[config.mk]
export PLATFORM = sky130hd
export DESIGN_NAME = rnd_victim_sel
export DESIGN_NICKNAME = d
export VERILOG_FILES = /design/src/rtl/rnd_victim_pkg.sv /design/src/rtl/rnd_victim_lcg.sv /design/src/rtl/rnd_victim_modred.sv /design/src/rtl/rnd_victim_sel.sv
export SDC_FILE = /design/constraint.sdc
export NUM_CORES = 1
export LEC_CHECK = 0
export ABC_AREA = 0
export BUFFER_PORTS_ARGS = -buffer_cell sky130_fd_sc_hd__clkbuf_2
export CORE_UTILIZATION = 60
export CTS_CLUSTER_DIAMETER = 50
export DETAILED_ROUTE_END_ITERATION = 8
export GPL_TIMING_DRIVEN = 0
export PLACE_DENSITY = 0.76
export SETUP_SLACK_MARGIN = 0.1
export SLEW_MARGIN = 10
export SYNTH_ARGS = -nofsm -noshare
export SYNTH_HDL_FRONTEND = slang
export SYNTH_SLANG_ARGS = --single-unit
[constraint.sdc]
create_clock -name clk -period 6.4 [get_ports clk]
set_clock_uncertainty 0.1 [all_clocks]
set_input_delay 0.64 -clock clk [delete_from_list [all_inputs] [get_ports clk]]
set_output_delay 0.64 -clock clk [all_outputs]
set_load 0.01 [all_outputs]
[src/rtl/rnd_victim_pkg.sv]
package rnd_victim_pkg;
  localparam int          IDX_W     = 6;
  localparam int          LCG_W     = 32;
  localparam int          DRAW_W    = 16;
  localparam logic [31:0] LCG_MUL   = 32'd314159;
  localparam logic [31:0] LCG_INC   = 32'd1;
  typedef logic [IDX_W-1:0] slot_t;
endpackage

[src/rtl/rnd_victim_lcg.sv]
module rnd_victim_lcg
  import rnd_victim_pkg::*;
(
  input  logic              clk,
  input  logic              rst,
  input  logic              step,
  output logic [DRAW_W-1:0] draw
);
  logic [LCG_W-1:0] lcg_q;
  logic [LCG_W-1:0] lcg_d;

  // next value, wrapped to LCG_W bits
  assign lcg_d = LCG_W'(lcg_q * LCG_MUL + LCG_INC);
  // the reduction works on the upper half of the freshly stepped value
  assign draw  = lcg_d[LCG_W-1 -: DRAW_W];

  always_ff @(posedge clk) begin
    if (rst)       lcg_q <= '0;
    else if (step) lcg_q <= lcg_d;
  end
endmodule

[src/rtl/rnd_victim_modred.sv]
module rnd_victim_modred #(
  parameter int DW = 16,
  parameter int RW = 5
) (
  input  logic          clk,
  input  logic          rst,
  input  logic          start,
  input  logic [DW-1:0] dividend,
  input  logic [RW-1:0] divisor,
  output logic [RW-1:0] rem,
  output logic          done
);
  localparam int CW = $clog2(DW);

  logic [DW-1:0] sh_q;
  logic [RW-1:0] dv_q;
  logic [CW-1:0] cnt_q;
  logic          run_q;
  logic [RW:0]   trial;
  logic          fits;

  // restoring step: bring in the next dividend bit, subtract when possible
  assign trial = {rem, sh_q[DW-1]};
  assign fits  = (trial >= {1'b0, dv_q});

  always_ff @(posedge clk) begin
    if (rst) begin
      sh_q  <= '0;
      dv_q  <= '0;
      cnt_q <= '0;
      run_q <= 1'b0;
      rem   <= '0;
      done  <= 1'b0;
    end else begin
      done <= 1'b0;
      if (start) begin
        sh_q  <= dividend;
        dv_q  <= divisor;
        cnt_q <= '0;
        rem   <= '0;
        run_q <= 1'b1;
      end else if (run_q) begin
        rem   <= fits ? RW'(trial - {1'b0, dv_q}) : trial[RW-1:0];
        sh_q  <= {sh_q[DW-2:0], 1'b0};
        cnt_q <= cnt_q + 1'b1;
        if (cnt_q == CW'(DW - 1)) begin
          run_q <= 1'b0;
          done  <= 1'b1;
        end
      end
    end
  end
endmodule

[src/rtl/rnd_victim_sel.sv]
module rnd_victim_sel
  import rnd_victim_pkg::*;
#(
  parameter int TLB_SIZE = 16
) (
  input  logic             clk,
  input  logic             rst,
  input  logic             req,
  input  logic [IDX_W-1:0] wired,
  output logic [IDX_W-1:0] idx,
  output logic             idx_vld
);
  localparam int               RW    = $clog2(TLB_SIZE + 1);
  localparam logic [IDX_W:0]   NSLOT = (IDX_W + 1)'(TLB_SIZE);

  logic              busy;
  logic              accept;
  logic              fb_now;
  logic              fb_q;
  slot_t             wired_q;
  logic [IDX_W:0]    span;
  logic [RW-1:0]     divisor;
  logic [DRAW_W-1:0] draw;
  logic [RW-1:0]     rem;
  logic              rem_done;

  assign accept  = req & ~busy;
  assign fb_now  = ({1'b0, wired} >= NSLOT);
  assign span    = NSLOT - {1'b0, wired};
  assign divisor = fb_now ? RW'(1) : RW'(span);

  rnd_victim_lcg u_lcg (
    .clk  (clk),
    .rst  (rst),
    .step (accept),
    .draw (draw)
  );

  rnd_victim_modred #(.DW(DRAW_W), .RW(RW)) u_mod (
    .clk      (clk),
    .rst      (rst),
    .start    (accept),
    .dividend (draw),
    .divisor  (divisor),
    .rem      (rem),
    .done     (rem_done)
  );

  always_ff @(posedge clk) begin
    if (rst) begin
      busy    <= 1'b0;
      wired_q <= '0;
      fb_q    <= 1'b0;
      idx     <= '0;
      idx_vld <= 1'b0;
    end else begin
      idx_vld <= 1'b0;
      if (accept) begin
        busy    <= 1'b1;
        wired_q <= wired;
        fb_q    <= fb_now;
      end else if (rem_done) begin
        busy    <= 1'b0;
        idx_vld <= 1'b1;
        idx     <= fb_q ? wired_q : slot_t'(IDX_W'(rem) + wired_q);
      end
    end
  end
endmodule

Yosys cells after proc, flatten, opt, wreduce, memory -nomap -nowiden. Cells that the tools add are included.

Memory bits (writable): 0. Logic and storage cells: 42. ROM bits: 0. Latch bits: 0. Output and inout port bits: 7. Register bits after elaboration: 79. Input port bits: 9. Memories kept: 0.

Order comparisons: 2. Multiplexer cells: 12. Bitwise operators: 4. Shifts and indexed selects: 0. Divide/modulo/power cells: 0. Equal/unequal tests: 1. Reduce and logical (&&, ||, !) cells: 5. Multipliers: 1. Add/sub/neg operators: 5.

Operator list (count): adder 32 x 1 -> 32 bit, second input constant (1); multiplier 32 x 19 -> 32 bit, second input constant (1); 2-to-1 mux 16 bit (2); 2-to-1 mux 5 bit (2); 2-to-1 mux 1 bit (7); adder 5 x 6 -> 6 bit (1); greater-or-equal comparator 6 x 5 -> 1 bit (1); greater-or-equal comparator 6 x 5 -> 1 bit, second input constant (1); 2-to-1 mux 6 bit (1); subtractor 5 bit (1); subtractor 5 bit, first input constant (1); adder 4 x 1 -> 4 bit, second input constant (1); == test 4 bit, second input constant (1); nonzero test 2 bit (2); inverter 1 bit (3); OR reduction 3 bit (1); AND reduction 2 bit (1); OR reduction 2 bit (1); AND 1 bit (1).

Depth between registers and ports, before layout. Gate-level depths: netlist of run 1.

Word-level depth: 4. Gate-level depth with buffers: 22. Mapped depth without buffers: 21.

By module. Synthesis of run 1 repeated with hierarchy kept, for this count alone.

Cell total of the unflattened synthesis: 1328. Area total of the unflattened synthesis: 11971.5 um^2.

Modules (own cells, without submodules): rnd_victim_lcg (instances 1, area an instance 9529.1 um^2, cells an instance 1037); rnd_victim_modred (instances 1, area an instance 1591.5 um^2, cells an instance 185); rnd_victim_sel (instances 1, area an instance 850.8 um^2, cells an instance 106).

Worst setup path before layout of run 1. No wires, ideal clock.

Path type: flip-flop to flip-flop. From: reg u_lcg.lcg_q[11]. To: reg u_lcg.lcg_q[25]. Arrival time: 5.511 ns. Cell stages (with the launch flop): 22. Period minus slack after synthesis: 5.727 ns. Library setup time: 0.117 ns. Path buffers: 0. Path slack: 0.673 ns. Required time: 6.183 ns. Cells stage by stage: dfxtp_1 inv_1 fa_1 inv_1 ha_1 inv_1 fa_1 inv_1 fa_1 fa_1 inv_1 fa_1 inv_1 ha_1 a211oi_1 nor2_1 o41ai_1 a31oi_1 a31oi_4 o21ai_1 xnor2_1 a22o_1.

Longest elaborated chain between the ends: 2.

RTL lines: start, declared (RTL line rnd_victim_lcg.sv:9) `logic [LCG_W-1:0] lcg_q;`; start signal, assigned (RTL line rnd_victim_lcg.sv:19) `else if (step) lcg_q <= lcg_d;`; multiplier 32 x 19 -> 32 bit (RTL line rnd_victim_lcg.sv:13) `assign lcg_d = LCG_W'(lcg_q * LCG_MUL + LCG_INC);`; adder 32 x 1 -> 32 bit (RTL line rnd_victim_lcg.sv:13).

No other way between the ends. A chain may end at the register's enable or synchronous reset.

Worst setup path in the final report of run 1.
From: reg u_lcg.lcg_q[17]. To: reg u_lcg.lcg_q[29].

The elaborated chain is that of the path after synthesis.

==> results.ini, run 1 <==
[outcome]
status = finished clean

[timing]
hold_viol = 0
setup_violations = 0
maxSlewViolCount = 0
relSlewSlack_pct = 56.4
period_needed_ns = 6.23
rsz0062_at_grt = true
worst_pin_slew_ns = 0.654
finalCritPeriodShare_pct = 97.3
fmax_ghz = 0.161
holdWs_ns = 0.362

[hold_path]
hold_path.class = register to register

[die]
initial_core_util_pct = 61.4
ios = 16
dieArea_um2 = 19700
std_cell_rows = 50
die_w_um = 140
die_h_um = 140
core_area_um2 = 18700

[synthesis]
yosys_warnings = 0
syn_nets = 1625
avgSynthCellArea_um2 = 9.01
yosysTopAreaCellShare_pct = 32.3
netlist_area_um2 = 11500
synth_flop_cell = dfxtp_1
async_reset_ff_share_pct = 0
syn-instance-count = 1274
synth_cell_types = 59
synth_edf_count = 0
yosys.area.top_type = fa_1
synth-seq-cells = 79
ys_top_cells_by_area = fa_1, ha_1, dfxtp_1
yosysSeqAreaShare_pct = 13.8

[global_routing]
grt_pass1_wl_mm = 42.4
gr-total-overflow = 0
antenna_found_initial = 0
grt_pass1_vias = 8518
grt_max_degree = 16
grt_util_all_layers_pct = 27.9

[routing]
drc = 0
drt_iter0_drc = 492
vias = 8303
antenna_left = 0
dr.pass1.iters = 7
via_per_inst = 5.33
wl_per_cell_um = 16.5
wl_mm = 25.6

[setup_path]
worst_ep_arrival_time_ns = 6.35
crit_chain = clkinvlp_4, fa_1, inv_1, ha_1, inv_1, fa_1, inv_1, fa_1, fa_1, inv_1, fa_1, inv_1, ha_1, nor2_1, nor2_1, o41ai_4, buf_4, a31oi_4, nand3_2, o31ai_2, xor2_1, buf_4, a22o_1
max_stage_delay_ns = 0.55
crit_type = register to register
cp_max_fo = 5
worst_path_max_delay_cell = fa_1
cp.required_ns = 6.52
end_kind = register
start_kind = register
crit_buf_inv = 8
cpLargestDelayFamily = adder cells

[placed_design]
place_area_um2 = 11800
gp_congestion = 0.917
port_buffers = 14
dpl.hpwl_mm = 21.0

[clock_tree]
clock-sinks = 79
root_buffer = clkbuf_16
cts_tree = built
clk_path_buf_depth = 2
clkLatencyLatePin_ns = 0.34
clkTransAtPathRegs_ns = 0.06
cts_made_buffers = 9
cts_max_level = 3

[final_layout]
drive_above_1_share_pct = 7.11
nets = 1669
num_antenna_cells = 0
final_area_um2 = 12500
syn2layout_area_growth_pct = 8.60

[run]
drv_cap = 0

[layer usage]
layer  GRT usage, %  wire length, µm  up-vias
met4           9.89              834        0
met5              0                0        -
met3           3.18             1250       60
li1               -                -     3976
met1           37.5            11200     4052
met2           46.7            12400      215
[flip-flops by register name, summed over array words and instances, names as in the netlist]
signal,count
u_lcg.lcg_q,32
u_mod.sh_q,16
idx,6
wired_q,6
u_mod.dv_q,5
u_mod.rem,5
u_mod.cnt_q,4
busy,1
fb_q,1
idx_vld,1
u_mod.done,1
u_mod.run_q,1
[layout make-up]
| class | instances | area (µm²) |
|---|---|---|
| multi-input cells | 759 | 8370 |
| fillers | 1469 | 6230 |
| flip-flops and latches | 79 | 1600 |
| inverters | 414 | 1580 |
| well taps | 234 | 293 |
| clock buffers | 9 | 225 |
| repair buffers | 33 | 213 |
| clock inverters | 7 | 105 |
| plain buffers | 22 | 83.8 |
[cell families (layout without fill, tap and decap cells)]
| kind of cell | Yosys count | count (layout) | synth area share, % |
|---|---|---|---|
| AND/OR/NAND/NOR | 163 | 163 | 6.40 |
| adder cells (fa/ha/maj) | 342 | 342 | 49.4 |
| AO/OA/AOI/OAI | 179 | 179 | 10.2 |
| multiplexers | 22 | 22 | 1.98 |
| XOR/XNOR | 53 | 53 | 4.04 |
| buffers and inverters | 436 | 485 | 14.3 |
| flip-flops | 79 | 79 | 13.8 |
[metrics by stage]
step	util [%]	std cells	setup WS [ns]	TNS, ns
final	66.7	1557	0.171	0
after CTS	65.5	1545	0.0920	0
after global placement	63.3	1522	-0.323	-2.46
after detailed placement	63.3	1522	-0.289	-2.33
after global routing	66.7	1557	-0.00120	-0.00120
after floorplan	-	1274	0.673	0
[synthesized netlist by cell type (3+ instances only)]
| master | n |
|---|---|
| o21ai_0 | 34 |
| nand2b_1 | 6 |
| o311ai_0 | 3 |
| xnor2_1 | 36 |
| nand3_1 | 10 |
| o31ai_1 | 3 |
| o21a_1 | 6 |
| and3_1 | 3 |
| mux2i_1 | 16 |
| dfxtp_1 | 79 |
| a211oi_1 | 17 |
| nand2_1 | 72 |
| a21oi_1 | 63 |
| a21o_1 | 14 |
| nor2b_1 | 6 |
| xor2_1 | 17 |
| clkbuf_1 | 14 |
| ha_1 | 157 |
| o21ai_1 | 5 |
| mux2_2 | 6 |
| a22o_1 | 4 |
| nor3_1 | 9 |
| and2_1 | 3 |
| nor2_1 | 38 |
| fa_1 | 185 |
| or3_1 | 3 |
| inv_1 | 414 |
| buf_1 | 7 |
| nand4_1 | 5 |
[repair_timing]
item,CTS,global route
setup endpoints to repair,13,21
buffers inserted,7,12
hold buffers,0,0
gates resized for setup,11,26
pin swaps,0,4
[worst register-to-register path, cell delays in order, from the launching register on]
cell and delay (ns):
dfxtp_1 0.54, clkinvlp_4 0.25, fa_1 0.52, inv_1 0.04
ha_1 0.26, inv_1 0.05, fa_1 0.47, inv_1 0.06
fa_1 0.49, fa_1 0.55, inv_1 0.05, fa_1 0.54
inv_1 0.05, ha_1 0.38, nor2_1 0.07, nor2_1 0.21
o41ai_4 0.12, buf_4 0.18, a31oi_4 0.25, nand3_2 0.15
o31ai_2 0.34, xor2_1 0.11, buf_4 0.16, a22o_1 0.18
[layout by cell type (no fill, tap or decap), types with 9 or more instances in the layout]
cell	count
a211oi_1	15
a21o_1	14
a21oi_1	62
buf_4	19
clkbuf_1	14
clkbuf_16	9
clkbuf_2	14
dfxtp_1	68
fa_1	185
ha_1	156
inv_1	407
mux2i_1	16
nand2_1	72
nand3_1	9
nor2_1	37
nor3_1	9
o21ai_0	33
xnor2_1	35
xor2_1	17
[path summary, 6_finish.rpt]
check | end | depth (start not counted) | slack, ns | from
max | u_lcg.lcg_q[29]$_SDFFE_PP0P_ | 23 | 0.17 | u_lcg.lcg_q[17]$_SDFFE_PP0P_
min | u_lcg.lcg_q[24]$_SDFFE_PP0P_ | 2 | 0.36 | u_lcg.lcg_q[24]$_SDFFE_PP0P_
max reg2reg | u_lcg.lcg_q[29]$_SDFFE_PP0P_ | 23 | 0.17 | u_lcg.lcg_q[17]$_SDFFE_PP0P_
min reg2reg | u_lcg.lcg_q[24]$_SDFFE_PP0P_ | 2 | 0.36 | u_lcg.lcg_q[24]$_SDFFE_PP0P_
Power of run 1 is left out: the tool's default activity adds up to more than one toggle a clock period on the data nets, which glitch-free logic cannot reach.
==> run 2: changes to the inputs <==
--- a/config.mk
+++ b/config.mk
@@ -7,11 +7,12 @@
 export LEC_CHECK = 0
 export ABC_AREA = 0
 export BUFFER_PORTS_ARGS = -buffer_cell sky130_fd_sc_hd__clkbuf_2
+export CORE_MARGIN = 1.5
 export CORE_UTILIZATION = 60
 export CTS_CLUSTER_DIAMETER = 50
 export DETAILED_ROUTE_END_ITERATION = 8
 export GPL_TIMING_DRIVEN = 0
-export PLACE_DENSITY = 0.76
+export PLACE_DENSITY = 0.81
 export SETUP_SLACK_MARGIN = 0.1
 export SLEW_MARGIN = 10
 export SYNTH_ARGS = -nofsm -noshare
==> run 2 against run 1 <==
  * Register-to-register slack better by 0.09 ns
  * Flip-flop and latch count stayed put
  * Final area is 0.19% higher
  * Utilization is 0.096 points lower
  * Sequential share of layout area hardly changed
  * Count of clock-buffer cells in the layout stayed put
  * Cell count is 0.51% higher
  * Routed wire length is 4.2% higher
  * First-iteration DRC count is 14% higher
  * Via count is 2.7% higher
  * Hold slack hardly changed
  * Largest cell class unchanged
==> results.ini, run 2 (synthesis results as in run 1) <==
[outcome]
status = finished clean

[setup_path]
reg2reg_from = u_lcg.lcg_q[10]$_SDFFE_PP0P_
r2r_slack_ns = 0.26  ; +0.09 ns
cp_max_fo = 6  ; +1
crit_type = register to register
start_kind = register
ff2ff_path_depth = 22  ; -4.3%
crit_chain = clkinvlp_4, fa_1, inv_1, ha_1, inv_1, fa_1, inv_1, fa_1, fa_1, inv_1, fa_1, inv_1, ha_2, a211oi_2, nor2_2, o41ai_4, o2111ai_2, nand3_1, o31ai_2, xor2_1, buf_4, a22o_1
worst_ep_arrival_time_ns = 6.26  ; -0.09 ns
cp.required_ns = 6.52  ; about the same
reg2reg_to = u_lcg.lcg_q[29]$_SDFFE_PP0P_
max_stage_delay_ns = 0.56  ; about the same
worst_path_max_delay_cell = fa_1
end_kind = register

[timing]
rsz0062_at_grt = true
fmax_ghz = 0.163  ; +1.5%
relSlewSlack_pct = 54.3  ; -2.2 points
hold_viol = 0  ; unchanged
period_needed_ns = 6.14  ; -0.0940 ns
finalCritPeriodShare_pct = 95.9  ; -1.5 points
maxSlewViolCount = 0  ; unchanged
worst_slack_ns = 0.265  ; +0.0940 ns
holdWs_ns = 0.362  ; -0.000128 ns
setup_violations = 0  ; unchanged
worst_pin_slew_ns = 0.684  ; +0.0298 ns

[hold_path]
worstHoldStart = u_lcg.lcg_q[24]$_SDFFE_PP0P_
hold_end = u_lcg.lcg_q[24]$_SDFFE_PP0P_
hold_path.class = register to register
holdPathStages = 2  ; unchanged

[global_routing]
grt_pass1_wl_mm = 43.8  ; +3.2%
gr-total-overflow = 0  ; unchanged
grt_pass1_vias = 8809  ; +3.4%
grt_util_all_layers_pct = 28.2  ; +0.37 points
grt_max_degree = 16  ; unchanged
antenna_found_initial = 0  ; unchanged

[clock_tree]
cts_max_level = 3  ; unchanged
clk_path_buf_depth = 2  ; unchanged
clkLatencyLatePin_ns = 0.34  ; about the same
root_buffer = clkbuf_16
cts_hold_buf = 0  ; unchanged
clkTransAtPathRegs_ns = 0.07  ; about the same
clock-sinks = 79  ; unchanged
cts_made_buffers = 9  ; unchanged
cts_tree = built

[routing]
wl_per_cell_um = 17.1  ; +3.7%
antenna_left = 0  ; unchanged
drt_iter0_drc = 561  ; +14%
vias = 8527  ; +2.7%
wl_mm = 26.7  ; +4.2%
drc = 0  ; unchanged
dr.pass1.iters = 5  ; -2
via_per_inst = 5.45  ; +2.2%

[die]
core_area_um2 = 18800  ; +0.33%
die_h_um = 141  ; +0.71%
initial_core_util_pct = 61.2  ; -0.20 points
dieArea_um2 = 20000  ; +1.4%
std_cell_rows = 50  ; unchanged
die_w_um = 141  ; +0.71%
ios = 16  ; unchanged

[final_layout]
filler_cell_count = 1491  ; +1.5%
largest_register = u_lcg.lcg_q
layout_commonest_cell = inv_1
final_cell_count_no_fill = 1565  ; +0.51%
reg.largest.list = u_lcg.lcg_q (32), u_mod.sh_q (16)
multi_input_area_um2 = 8370  ; about the same
largest_register_ffs = 32  ; unchanged
register_area_um2 = 1610  ; +0.23%
most-common-layout-cells = inv_1, fa_1, ha_1
nets = 1677  ; +0.48%
post-route-util_pct = 66.6  ; -0.096 points
drive_above_1_share_pct = 8.41  ; +1.3 points
syn2layout_area_growth_pct = 8.80
num_antenna_cells = 0  ; unchanged

[placed_design]
gp_congestion = 0.951  ; +3.7%
port_buffers = 14  ; unchanged
dp_slack_ns = -0.257  ; +0.0316 ns
dpl.hpwl_mm = 21.6  ; +3.0%
place_inst = 1522  ; unchanged

[run]
drv_cap = 0  ; unchanged

## run 2: layout make-up
| type | instances | area share, % |
|---|---|---|
| tap | 234 | 2.34 |
| buffer | 22 | 0.671 |
| multi-input combinational | 759 | 67.0 |
| inverter | 414 | 12.7 |
| timing repair buffer | 41 | 2.18 |
| sequential | 79 | 12.9 |
| clock inverter | 7 | 0.451 |
| clock buffer | 9 | 1.80 |
## run 2: timing repair
action	CTS	global route
setup buffers	9	18
endpoints found under the setup margin	13	25
pin swaps	0	6
resized for setup	12	34
## run 2: worst max-delay path: cells and delay by family (launching register included)
kind                     cells  cell delay [ns]
XOR/XNOR                     1             0.17
adder cells (fa/ha/maj)      7             3.07
AO/OA/AOI/OAI                5             1.20
AND/OR/NAND/NOR              2             0.34
flip-flops                   1             0.47
buffers and inverters        7             0.67
## run 2: how the worst max path moves through the flow
stage	startpoint	end	slack, ns	depth (start not counted)
6_report	u_lcg.lcg_q[10]$_SDFFE_PP0P_	u_lcg.lcg_q[29]$_SDFFE_PP0P_	0.26	22
3_3_place_gp	u_lcg.lcg_q[11]$_SDFFE_PP0P_	u_lcg.lcg_q[27]$_SDFFE_PP0P_	-0.22	21
5_1_grt	u_lcg.lcg_q[16]$_SDFFE_PP0P_	u_lcg.lcg_q[29]$_SDFFE_PP0P_	0.05	23
2_1_floorplan	u_lcg.lcg_q[11]$_SDFFE_PP0P_	u_lcg.lcg_q[25]$_SDFFE_PP0P_	0.67	21
3_5_place_dp	u_lcg.lcg_q[11]$_SDFFE_PP0P_	u_lcg.lcg_q[27]$_SDFFE_PP0P_	-0.26	21
4_1_cts	u_lcg.lcg_q[13]$_SDFFE_PP0P_	u_lcg.lcg_q[29]$_SDFFE_PP0P_	0.11	22
## run 2: per-layer routing
layer / GRT usage, % / wire length [µm] / vias to the layer above
li1: - / - / 3984
met1: 36.3 / 11300 / 4257
met2: 49.5 / 13300 / 222
met3: 4.08 / 1240 / 64
met4: 8.77 / 943 / 0
met5: 0 / 0 / -
## run 2: stage by stage
step | TNS [ns] | area (µm²)
final | 0 | 12500
after floorplan | 0 | 11500
after global routing | 0 | 12500
after detailed placement | -1.80 | 11800
after CTS | 0 | 12200
after global placement | -1.42 | 11800
Power of run 2 is left out for the same reason.
